**config.mk**
```make
export PLATFORM = sky130hd
export DESIGN_NAME = ea_engine
export DESIGN_NICKNAME = d
export VERILOG_FILES = /design/src/rtl/ea_pkg.sv /design/src/rtl/ea_index_add.sv /design/src/rtl/ea_port_sel.sv /design/src/rtl/ea_engine.sv
export SDC_FILE = /design/constraint.sdc
export NUM_CORES = 1
export LEC_CHECK = 0
export BUFFER_PORTS_ARGS = -buffer_cell sky130_fd_sc_hd__clkbuf_2
export CAP_MARGIN = 40
export CORE_ASPECT_RATIO = 1.4
export CORE_MARGIN = 10
export CORE_UTILIZATION = 35
export CTS_CLUSTER_DIAMETER = 120
export DETAILED_ROUTE_END_ITERATION = 8
export GPL_TIMING_DRIVEN = 0
export PLACE_DENSITY = 0.7
export SYNTH_ARGS = -nofsm -noshare
export SYNTH_HDL_FRONTEND = slang
export SYNTH_SLANG_ARGS = --single-unit
```
**constraint.sdc**
```tcl
create_clock -name clk -period 5.6 [get_ports clk]
set_input_delay 0.84 -clock clk [delete_from_list [all_inputs] [get_ports clk]]
set_output_delay 0.84 -clock clk [all_outputs]
set_load 0.005 [all_outputs]
```
**src/rtl/ea_pkg.sv**
```systemverilog
package ea_pkg;
    localparam int WORD_W   = 36;
    localparam int ADDR_W   = 18;
    localparam int RIDX_W   = 4;
    localparam int NREGS    = 1 << RIDX_W;
    localparam int OP_W     = 9;
    localparam int IND_BIT  = ADDR_W + RIDX_W;
    localparam int ACC_LSB  = IND_BIT + 1;
    localparam int OP_LSB   = ACC_LSB + RIDX_W;

    typedef enum logic [2:0] {
        S_IDLE,
        S_CALC,
        S_RDREG,
        S_MEMRD,
        S_DONE
    } ea_state_e;

    typedef struct packed {
        logic              ind;
        logic [RIDX_W-1:0] idx;
        logic [ADDR_W-1:0] off;
    } ea_fields_t;

    function automatic ea_fields_t split_word(input logic [WORD_W-1:0] w);
        ea_fields_t f;
        f.ind = w[IND_BIT];
        f.idx = w[IND_BIT-1:ADDR_W];
        f.off = w[ADDR_W-1:0];
        return f;
    endfunction
endpackage

```
**src/rtl/ea_index_add.sv**
```systemverilog
module ea_index_add
    import ea_pkg::*;
(
    input  ea_fields_t        fld_i,
    input  logic [ADDR_W-1:0] reg_low_i,
    output logic [ADDR_W-1:0] sum_o,
    output logic              is_reg_o
);
    logic [ADDR_W-1:0] addend;

    always_comb begin
        addend   = (fld_i.idx != '0) ? reg_low_i : '0;
        sum_o    = fld_i.off + addend;
        is_reg_o = (sum_o[ADDR_W-1:RIDX_W] == '0);
    end
endmodule

```
**src/rtl/ea_port_sel.sv**
```systemverilog
module ea_port_sel
    import ea_pkg::*;
(
    input  ea_state_e         st_i,
    input  logic [RIDX_W-1:0] idx_i,
    input  logic [ADDR_W-1:0] ea_i,
    input  logic [WORD_W-1:0] rf_data_i,
    input  logic [WORD_W-1:0] mem_data_i,
    input  logic              mem_ack_i,
    output logic [RIDX_W-1:0] rf_addr_o,
    output logic              mem_req_o,
    output logic [ADDR_W-1:0] mem_addr_o,
    output ea_fields_t        fetched_o,
    output logic              fetch_ok_o
);
    logic unused_hi;
    assign unused_hi = ^{rf_data_i[WORD_W-1:IND_BIT+1], mem_data_i[WORD_W-1:IND_BIT+1]};

    always_comb begin
        rf_addr_o  = '0;
        mem_req_o  = 1'b0;
        mem_addr_o = '0;
        fetch_ok_o = 1'b0;
        fetched_o  = split_word(mem_data_i);
        case (st_i)
            S_CALC:  rf_addr_o = idx_i;
            S_RDREG: begin
                rf_addr_o  = ea_i[RIDX_W-1:0];
                fetched_o  = split_word(rf_data_i);
                fetch_ok_o = 1'b1;
            end
            S_MEMRD: begin
                mem_req_o  = 1'b1;
                mem_addr_o = ea_i;
                fetch_ok_o = mem_ack_i;
            end
            default: ;
        endcase
    end
endmodule

```
**src/rtl/ea_engine.sv**
```systemverilog
module ea_engine
    import ea_pkg::*;
#(
    parameter int LVL_W = 8
) (
    input  logic                 clk,
    input  logic                 rst_n,
    input  logic                 start_i,
    input  logic [WORD_W-1:0]    instr_i,
    input  logic                 abort_i,
    output logic [RIDX_W-1:0]    rf_addr_o,
    input  logic [WORD_W-1:0]    rf_data_i,
    output logic                 mem_req_o,
    output logic [ADDR_W-1:0]    mem_addr_o,
    input  logic                 mem_ack_i,
    input  logic [WORD_W-1:0]    mem_data_i,
    output logic                 done_o,
    output logic [ADDR_W-1:0]    ea_o,
    output logic [OP_W-1:0]      op_o,
    output logic [RIDX_W-1:0]    acc_o,
    output logic [LVL_W-1:0]     level_o
);
    typedef struct packed {
        ea_state_e         st;
        ea_fields_t        fld;
        logic [ADDR_W-1:0] ea;
        logic [OP_W-1:0]   op;
        logic [RIDX_W-1:0] acc;
        logic [LVL_W-1:0]  lvl;
    } regs_t;

    regs_t r_q, r_d;

    logic [ADDR_W-1:0] sum;
    logic              sum_is_reg;
    ea_fields_t        fetched;
    logic              fetch_ok;

    ea_index_add i_add (
        .fld_i     (r_q.fld),
        .reg_low_i (rf_data_i[ADDR_W-1:0]),
        .sum_o     (sum),
        .is_reg_o  (sum_is_reg)
    );

    ea_port_sel i_sel (
        .st_i       (r_q.st),
        .idx_i      (r_q.fld.idx),
        .ea_i       (r_q.ea),
        .rf_data_i  (rf_data_i),
        .mem_data_i (mem_data_i),
        .mem_ack_i  (mem_ack_i),
        .rf_addr_o  (rf_addr_o),
        .mem_req_o  (mem_req_o),
        .mem_addr_o (mem_addr_o),
        .fetched_o  (fetched),
        .fetch_ok_o (fetch_ok)
    );

    always_comb begin
        r_d = r_q;
        case (r_q.st)
            S_IDLE: begin
                if (start_i) begin
                    r_d.fld = split_word(instr_i);
                    r_d.op  = instr_i[WORD_W-1:OP_LSB];
                    r_d.acc = instr_i[OP_LSB-1:ACC_LSB];
                    r_d.lvl = '0;
                    r_d.st  = S_CALC;
                end
            end
            S_CALC: begin
                r_d.ea = sum;
                if (r_q.fld.ind) r_d.st = sum_is_reg ? S_RDREG : S_MEMRD;
                else             r_d.st = S_DONE;
            end
            S_RDREG, S_MEMRD: begin
                if (fetch_ok) begin
                    r_d.fld = fetched;
                    r_d.lvl = r_q.lvl + 1'b1;
                    r_d.st  = S_CALC;
                end
            end
            default: r_d.st = S_IDLE;
        endcase
        if (abort_i && r_q.st != S_IDLE) begin
            r_d     = r_q;
            r_d.st  = S_IDLE;
        end
    end

    always_ff @(posedge clk) begin
        if (!rst_n) r_q <= '{st: S_IDLE, default: '0};
        else        r_q <= r_d;
    end

    assign done_o  = (r_q.st == S_DONE);
    assign ea_o    = r_q.ea;
    assign op_o    = r_q.op;
    assign acc_o   = r_q.acc;
    assign level_o = r_q.lvl;

    a_r5_req_held: assert property (@(posedge clk) disable iff (!rst_n)
        (mem_req_o && !mem_ack_i && !abort_i) |=> (mem_req_o && $stable(mem_addr_o)));

    a_r6_done_single: assert property (@(posedge clk) disable iff (!rst_n)
        done_o |=> !done_o);

    a_r4_no_low_request: assert property (@(posedge clk) disable iff (!rst_n)
        mem_req_o |-> (mem_addr_o[ADDR_W-1:RIDX_W] != '0));

    a_r8_abort_quiet: assert property (@(posedge clk) disable iff (!rst_n)
        (abort_i && r_q.st != S_IDLE) |=> (!done_o && !mem_req_o));

    a_r7_level_calc_stable: assert property (@(posedge clk) disable iff (!rst_n)
        (r_q.st == S_CALC) |=> $stable(level_o));

    a_r6_done_req_exclusive: assert property (@(posedge clk) disable iff (!rst_n)
        !(done_o && mem_req_o));
endmodule

```
==> results.toml, run 1 <==
[timing]
finalCritPeriodShare_pct = 67.9
hold_ws_ns = 0.455
skew_ns = 0.00418
rsz0062_at_grt = "no"
fmax_mhz = 263
finalHoldViolCount = 0
drv_slew = 0
finalSetupTns_ns = 0
period_needed_ns = 3.80
relSlewSlack_pct = 50.8
worst_slew_pin_slew_ns = 0.738
setup_viol = 0

[floorplan]
die_x_um = 111
dieArea_mm2 = 0.0164
fp-row-count = 46
ioPinCount = 176
fp.dieH_um = 147
start_util_pct = 35.8
core_mm2 = 0.0113

[placed_design]
gp_congestion = 0.878
hpwl_mm = 11.4
port_buffers = 149
dpl_cell_area_mm2 = 0.00500

[worst_setup_path]
reg2reg_to = "r_q[62]"
timing_worst_setup_path_type = "reg2reg"
cp-start-kind = "flop"
arrival_ns = 4.02
reg2reg_from = "r_q[60]"
reg2reg_depth = 12
regToRegSetupSlack_ns = 1.80
critPathCaptureType = "flop"
worstPathCellList = "nor4_4 > clkbuf_1 > nor2b_1 > ha_1 > nand4_1 > nor3_1 > o31ai_2 > xnor2_1 > a221oi_2 > o2111ai_1 > nor4_1 > a211oi_1"
crit_path_max_fanout = 10
critPathRequiredTime_ns = 5.82
cp_slowest_cell = "nor4_4"
critPathMaxStageDelay_ns = 0.61

[global_routing]
grt_pass1_wl_mm = 22.6
gr-usage-all-layers_pct = 16.7
met1_usage_pct = 16.8
use_met3_pct = 4.17
grt_pass1_vias = 4606
grt.met2_usage_pct = 31.4
gr-total-overflow = 0
antenna_found_initial = 0
grt_max_degree = 12
busiest_layer = "met2"

[synth]
syn_area_per_cell_um2 = 7.70
yosys_warnings = 0
synth_mux_area_share_pct = 6.20
syn_area_mm2 = 0.00406
yosys.area.top_type = "dfxtp_1"
synth_edf_count = 0
synth_xor_area_share_pct = 2.81
yosys.area_share.adder_pct = 6.04
ys_ff_latch = 65
ys_top_cells_by_area = "dfxtp_1, nand2_1, a21oi_1"
yosysSeqAreaShare_pct = 32.1
synth_ff_type = "dfxtp_1"
synth_top_cell_area_share_pct = 32.1
synth_compound_area_share_pct = 22.4
synth-simple-area-share_pct = 26.4
synthArstFlopShare_pct = 0
yosysUniqueCellTypes = 57
netlist_instances = 527
synth_top_family_by_area = "simple AND/OR/NAND/NOR gates"
synth_fp_nets = 659

[clock_tree]
htreeDepth = 3
cts_buffers = 9
root_buffer = "clkbuf_16"
cts_repair_resize_count = 0
ctsHoldBuffers = 0
post_cts_buffers = 0
cts_tree = "built"
clock_path_buffers = 2
path_clk_slew_ns = 0.06
clock-sinks = 65
clock_latency_ns = 0.34

[routing]
drtAntennaViolNets = 0
drtPass1Iterations = 4
drtIter0Drc = 200
vias_per_cell = 5.19
drt_wl_total_mm = 14.0
wl_per_cell_um = 16.6
vias = 4352
drc = 0

[flow_run]
drv_cap = 0

[power_and_ir_drop]
p_per_area_mw_per_mm2 = 270
leakagePower_nw = 2.34
peakVddDrop_v = 0.000133

[worst_hold_path]
min_to = "op_o[2]"
hold_path_class = "reg2reg"
worstHoldStart = "op_o[2]"
min_path_cells = 2

[outcome]
outcome = "finished clean"

[finish]
drive_above_1_share_pct = 26.5
fin_area_mm2 = 0.00532
num_antenna_cells = 0
fin_nets = 822
area_growth_pct = 31.0
routing by layer:
metal  part of all wire (%)  vias up
met2                     52      141
met4                    3.3        0
li1                       -     2207
met5                      0        -
met3                    5.7       35
met1                     39     1969
flip-flops by register name, summed over array words and instances (netlist names):
register and flops:
r_q 26, level_o 8, op_o 9, ea_o 18, acc_o 4
worst max-delay path by stage:
stage / startpoint / end / slack [ns] / depth (start not counted)
global placement: r_q[60] / r_q[62] / 1.85 / 12
global route: r_q[60] / r_q[62] / 1.46 / 12
floorplan: rf_data_i[0] / r_q[62] / 2.34 / 12
finish: r_q[60] / r_q[62] / 1.80 / 12
detailed placement: r_q[59] / r_q[62] / 1.84 / 12
CTS: r_q[59] / r_q[62] / 1.79 / 12
synthesized netlist by cell type (2+ instances only):
master	count
mux2i_1	24
nor2_1	31
a311oi_1	2
xnor2_1	6
clkbuf_1	24
xor2_1	7
buf_1	8
dfxtp_1	65
inv_2	2
nor3_1	8
o2111ai_1	2
a21boi_0	3
nand2_1	106
a211o_1	3
nor2b_1	21
nand2b_1	3
a31oi_1	2
and3_1	23
o21ai_1	2
ha_1	18
nand3b_1	2
a22oi_1	4
nand3_1	9
a21oi_1	64
or3_1	5
inv_1	10
and2_1	2
a21o_1	2
or4b_2	2
o211ai_1	25
nor3b_1	2
o21ai_0	9
a211oi_1	6
o31ai_2	2
cells in the final DEF, fill, tap and decap left out, drive strengths merged, types with 2 or more instances in the layout:
cell type	n
a2111oi	2
a211o	3
a211oi	7
a21boi	3
a21o	2
a21oi	65
a22oi	4
a311oi	2
a31oi	2
and2	2
and3	24
buf	11
clkbuf	186
dfxtp	65
ha	18
inv	13
mux2i	24
nand2	106
nand2b	3
nand3	9
nand3b	2
nor2	31
nor2b	21
nor3	8
nor3b	2
nor4	2
o2111ai	3
o211ai	26
o21ai	11
o31ai	3
or3	5
or4b	2
xnor2	6
xor2	7
final cells by class:
type	instances	area [um2]
buffer	32	120
multi-input combinational	418	2590
inverter	12	45.0
clock inverter	3	46.3
timing repair buffer	152	761
sequential	65	1300
fill	1133	6020
clock buffer	13	270
tap	144	180
cell families after synthesis:
| kind of cell | count (synthesis) |
|---|---|
| flops | 65 |
| fa+ha+maj | 19 |
| mux | 25 |
| compound gates | 138 |
| buf+inv | 44 |
| xor+xnor | 13 |
| simple gates | 223 |
per-stage QoR:
stage | worst slack, ns | instances | power [mW] | util, %
2_1_floorplan | 2.34 | 527 | 0.734 | -
3_3_place_gp | 1.85 | 820 | 0.842 | 44.0
3_5_place_dp | 1.84 | 823 | 0.849 | 44.1
4_1_cts | 1.79 | 839 | 1.44 | 46.9
5_1_grt | 1.46 | 839 | 1.51 | 46.9
6_report | 1.80 | 839 | 1.43 | 46.9
worst max-delay path: cells and delay by family (launching register included):
family	cells	cell delay [ns]
xor gates and xnor gates	1	0.21
AOI/OAI and AO/OA	4	0.73
adders and majority gates	1	0.40
and+or+nand+nor	5	1.60
DFF	1	0.36
buffers and inverters	1	0.40
power by group:
group	internal, mW	switching (mW)
sequential	0.490	0.0205
clock	0.383	0.210
combinational	0.138	0.194
total	1.01	0.424
Note: power is estimated with default switching activity, not from simulation.
==> inputs of run 2 (changes only) <==
==> constraint.sdc (replaced) <==
create_clock -name clk -period 3.8 [get_ports clk]
set_input_delay 0.57 -clock clk [delete_from_list [all_inputs] [get_ports clk]]
set_output_delay 0.57 -clock clk [all_outputs]
set_load 0.005 [all_outputs]
==> run 2 against run 1 <==
  * Utilization up 0.21 points
  * Clock skew down 0.00088 ns
  * Flip-flop and latch count unchanged
  * Sequential share of layout area down 0.11 points
  * Sequential power up 47%
  * Register-to-register slack worse by 1.5 ns
  * Setup slack worse by 1.5 ns
  * Design area up 0.45%
  * Maximum frequency up 7.8%
  * Largest cell class unchanged
==> results.toml, run 2 (synthesis gave the netlist of run 1 again) <==
[routing]
drt_wl_total_mm = 14.0
vias = 4366
wl_per_cell_um = 16.7
drc = 0
vias_per_cell = 5.19
drtAntennaViolNets = 0
drtIter0Drc = 171
drtPass1Iterations = 4

[timing]
worst_slew_pin_slew_ns = 0.739
hold_ws_ns = 0.454
skew_ns = 0.00330
finalHoldViolCount = 0
finalCritPeriodShare_pct = 92.8
finalSetupTns_ns = 0
rsz0062_at_grt = "no"
setup_viol = 0
period_needed_ns = 3.53
fmax_mhz = 284
relSlewSlack_pct = 50.7
drv_slew = 0

[global_routing]
grt_pass1_wl_mm = 22.6
grt.met2_usage_pct = 31.4
gr-total-overflow = 0
grt_pass1_vias = 4616
use_met3_pct = 4.17
met1_usage_pct = 16.9
grt_max_degree = 12
gr-usage-all-layers_pct = 16.7
busiest_layer = "met2"
antenna_found_initial = 0

[worst_setup_path]
reg2reg_depth = 14
reg2reg_to = "r_q[62]"
crit_path_max_fanout = 3
timing_worst_setup_path_type = "reg2reg"
reg2reg_from = "r_q[58]"
critPathCaptureType = "flop"
critPathRequiredTime_ns = 4.02
crit_path_end = "r_q[62]"
startpoint = "r_q[58]"
arrival_ns = 3.74
regToRegSetupSlack_ns = 0.27
cp-start-kind = "flop"

[floorplan]
fp-row-count = 46
die_x_um = 111
fp.dieH_um = 147
ioPinCount = 176
start_util_pct = 35.8
dieArea_mm2 = 0.0164
core_mm2 = 0.0113

[placed_design]
port_buffers = 149
hpwl_mm = 11.4
dpl_cell_area_mm2 = 0.00500
gp_congestion = 0.878

[clock_tree]
cts_tree = "built"
clock_latency_ns = 0.34
path_clk_slew_ns = 0.05
htreeDepth = 3
cts_buffers = 9
root_buffer = "clkbuf_16"
clock-sinks = 65
clock_path_buffers = 2

[power_and_ir_drop]
p_total_mw = 2.12
leakagePower_nw = 2.36
peakVddDrop_v = 0.000196
p_per_area_mw_per_mm2 = 397

[finish]
regMostFlops = "r_q"
largest_reg_flops = 26
layout_commonest_cell = "clkbuf_2"
num_antenna_cells = 0
fin_nets = 825
n_fill_cell = 1133
drive_above_1_share_pct = 26.9
fin_area_mm2 = 0.00534
final_cell_mix = "clkbuf_2, nand2_1, dfxtp_1"
area_growth_pct = 31.6

[worst_hold_path]
hold_path_class = "in2reg"

[flow_run]
drv_cap = 0

[outcome]
outcome = "finished clean"
-- run 2: report_power, final --
part / total [mW] / internal [mW] / switching [mW]
sequential: 0.752 / 0.722 / 0.0304
combinational: 0.498 / 0.211 / 0.287
clock: 0.871 / 0.564 / 0.307
-- run 2: metrics by stage --
step | utilization, % | worst slack [ns] | instances
2_1_floorplan | - | 0.649 | 527
3_3_place_gp | 44.0 | 0.0520 | 820
3_5_place_dp | 44.1 | 0.0375 | 823
4_1_cts | 47.1 | 0.232 | 842
5_1_grt | 47.1 | 0.0293 | 842
6_report | 47.1 | 0.275 | 842
-- run 2: critical path: stages (launching register included) --
cell and delay [ns]:
dfxtp_1 0.35, nor4_4 0.28, buf_4 0.18, buf_4 0.11, nand2b_1 0.14, inv_1 0.05
ha_1 0.31, a211oi_2 0.26, nor3_1 0.14, o31a_1 0.32, or3_1 0.34, a221oi_2 0.28
o2111ai_1 0.19, nor4_1 0.34, a211oi_1 0.12
-- run 2: final cells by class --
cell class,count,area (um2),share of cell area [%]
buffer,32,121,2.27
timing repair buffer,155,783,14.7
multi-input combinational,418,2590,48.5
sequential,65,1300,24.4
inverter,12,45.0,0.843
tap,144,180,3.37
clock inverter,3,46.3,0.867
clock buffer,13,270,5.06
-- run 2: routing by layer --
layer	vias to the layer above	share of wire, %
met4	0	3.2
met1	1991	39
met2	127	52
met5	-	0
met3	34	5.8
li1	2214	-
-- run 2: worst min path at each step --
| stage | start | end | slack (ns) | cells past startpoint |
|---|---|---|---|---|
| 2_1_floorplan | r_q[39] | r_q[39] | 0.44 | 2 |
| 3_3_place_gp | op_o[2] | op_o[2] | 0.44 | 2 |
| 3_5_place_dp | acc_o[3] | acc_o[3] | 0.45 | 2 |
| 4_1_cts | instr_i[29] | op_o[2] | 0.45 | 3 |
| 5_1_grt | instr_i[25] | acc_o[2] | 0.47 | 3 |
| 6_report | instr_i[23] | acc_o[0] | 0.45 | 3 |
-- run 2: timing repair --
item	CTS	global route
hold buffers	0	0
resized for setup	0	2
setup endpoints to repair	1	1
pin swaps	1	0
buffers inserted	3	0
gates cloned	0	0
==> inputs of run 3 (changes only) <==
--- a/config.mk
+++ b/config.mk
@@ -5,15 +5,17 @@
 export SDC_FILE = /design/constraint.sdc
 export NUM_CORES = 1
 export LEC_CHECK = 0
+export ABC_CLOCK_PERIOD_IN_PS = 3800
 export BUFFER_PORTS_ARGS = -buffer_cell sky130_fd_sc_hd__clkbuf_2
 export CAP_MARGIN = 40
 export CORE_ASPECT_RATIO = 1.4
 export CORE_MARGIN = 10
-export CORE_UTILIZATION = 35
+export CORE_UTILIZATION = 45
 export CTS_CLUSTER_DIAMETER = 120
 export DETAILED_ROUTE_END_ITERATION = 8
 export GPL_TIMING_DRIVEN = 0
-export PLACE_DENSITY = 0.7
+export PLACE_DENSITY = 0.84
+export REMOVE_ABC_BUFFERS = 1
 export SYNTH_ARGS = -nofsm -noshare
 export SYNTH_HDL_FRONTEND = slang
 export SYNTH_SLANG_ARGS = --single-unit
==> run 3 against run 2 <==
  * Sequential share of layout area is 0.31 points higher
  * Register-to-register slack worse by 0.02 ns
  * Maximum frequency is 0.60% lower
  * Combinational power is 2% lower
  * Flip-flop and latch count stayed put
  * Clock skew is 0.0036 ns higher
  * Critical endpoint unchanged
  * Largest power group unchanged
  * Highest routed layer unchanged
==> results.toml, run 3 (synthesis gave the netlist of run 1 again) <==
[outcome]
outcome = "finished clean"

[power_and_ir_drop]
leakagePower_nw = 2.36
peakVddDrop_v = 0.000350
p_total_mw = 2.02
p_per_area_mw_per_mm2 = 382

[floorplan]
start_util_pct = 46.6
ioPinCount = 176
fp-row-count = 40
fp.dieH_um = 132
die_x_um = 100
core_mm2 = 0.00871
dieArea_mm2 = 0.0133

[global_routing]
busiest_layer = "met2"
grt_pass1_vias = 4267
gr-total-overflow = 0
met1_usage_pct = 19.7
grt_pass1_wl_mm = 19.8
use_met3_pct = 4.83
grt.met2_usage_pct = 31.4
grt_max_degree = 38
antenna_found_initial = 0
gr-usage-all-layers_pct = 17.8

[clock_tree]
cts_tree = "built"
ctsHoldBuffers = 0
root_buffer = "clkbuf_16"
htreeDepth = 3
clock_path_buffers = 2
path_clk_slew_ns = 0.06
clock-sinks = 65
clock_latency_ns = 0.33
cts_buffers = 9

[worst_hold_path]
hold_path_class = "reg2reg"
min_path_cells = 2
min_to = "acc_o[0]"
worstHoldStart = "acc_o[0]"

[finish]
stdcell_count = 773
drive_above_1_share_pct = 29.3
num_antenna_cells = 0
layout_commonest_cell = "clkbuf_2"
n_fill_cell = 789
finish.utilization_pct = 60.6
area_growth_pct = 30.1
largest_reg_flops = 26
final_cell_mix = "clkbuf_2, nand2_1, a21oi_1, dfxtp_1, nor2_1"
regMostFlops = "r_q"
fin_nets = 796

[routing]
drtAntennaViolNets = 0
wl_per_cell_um = 15.9
vias_per_cell = 5.51
vias = 4256
drt_wl_total_mm = 12.3
drtPass1Iterations = 4
drc = 0
drtIter0Drc = 191

[timing]
relSlewSlack_pct = 50.3
setup_slack_ns = 0.253
setup_viol = 0
worst_slew_pin_slew_ns = 0.745
skew_ns = 0.00690
rsz0062_at_grt = "no"
finalCritPeriodShare_pct = 93.3
fmax_mhz = 282
drv_slew = 0
finalHoldViolCount = 0
period_needed_ns = 3.55

[worst_setup_path]
worst-path-buf-inv = 2
reg2reg_depth = 14
cp-start-kind = "flop"
crit_path_max_fanout = 11
timing_worst_setup_path_type = "reg2reg"
critPathCaptureType = "flop"
reg2reg_from = "r_q[58]"
crit_family = "simple AND/OR/NAND/NOR gates"
arrival_ns = 3.74
critPathMaxStageDelay_ns = 0.37
regToRegSetupSlack_ns = 0.25
critPathRequiredTime_ns = 3.99
reg2reg_to = "r_q[62]"
worstPathCellList = "nor4_4 > buf_6 > nor2b_1 > ha_1 > inv_1 > fa_1 > and2b_1 > o2111ai_2 > a21oi_1 > or3_1 > a221oi_2 > o2111ai_1 > nor4_2 > a211oi_1"
cp_slowest_cell = "or3_1"

[placed_design]
hpwl_mm = 9.60
dp_slack_ns = -0.0597
place_inst = 756
port_buffers = 149
gp_congestion = 0.880

[flow_run]
drv_cap = 0
==> run 3: changes by cell type in the layout (fill, tap and decap cells not counted), sizes merged <==
cell and delta:
buf -5, bufinv -1, clkbuf -25, clkinv +3
clkinvlp -1, inv -1
==> run 3: worst max path at each step <==
stage | start | cells past startpoint | endpoint
after global placement | r_q[62] | 7 | level_o[4]
after detailed placement | r_q[59] | 14 | r_q[62]
after global routing | r_q[58] | 14 | r_q[62]
after CTS | r_q[58] | 14 | r_q[62]
after floorplan | r_q[62] | 7 | level_o[4]
final | r_q[58] | 14 | r_q[62]
==> run 3: cell type report <==
type                    count  area (um2)  area share, %
repair buffers            158         888           16.8
inverters                  12        45.0          0.853
multi-input cells         418        2630           49.8
flip-flops and latches     65        1300           24.7
clock buffers              12         267           5.05
well taps                 105         131           2.49
clock inverters             3        15.0          0.284
==> run 3: worst reg2reg max path, cell delays in order, from the launching register on <==
cell,delay (ns)
dfxtp_1,0.35
nor4_4,0.34
buf_6,0.19
nor2b_1,0.06
ha_1,0.21
inv_1,0.08
fa_1,0.19
and2b_1,0.23
o2111ai_2,0.27
a21oi_1,0.14
or3_1,0.37
a221oi_2,0.31
o2111ai_1,0.19
nor4_2,0.36
a211oi_1,0.12
==> run 3: repair_timing <==
item                                    in CTS  in global routing
pin swaps                                    1                  1
buffers inserted                             1                  0
gates resized for setup                      0                  1
endpoints found under the setup margin       1                  1
==> run 3: layer usage <==
metal,up-vias,share of wire (%)
li1,2147,-
met1,1970,40
met2,130,52
met3,9,6.3
met4,0,1.2
met5,-,0
==> run 3: through the flow <==
step | area (um2) | hold WS (ns) | setup TNS (ns)
floorplan | 3940 | 0.441 | 0
global placement | 4820 | 0.441 | -29.53
detailed placement | 4970 | 0.450 | -0.0597
CTS | 5260 | 0.454 | 0
global route | 5280 | 0.473 | 0
finish | 5280 | 0.454 | 0
==> run 3: report_power, final <==
part	total, mW	switching [mW]	internal (mW)
Clock	0.769	0.282	0.487
Sequential	0.762	0.0390	0.723
Combinational	0.487	0.269	0.218
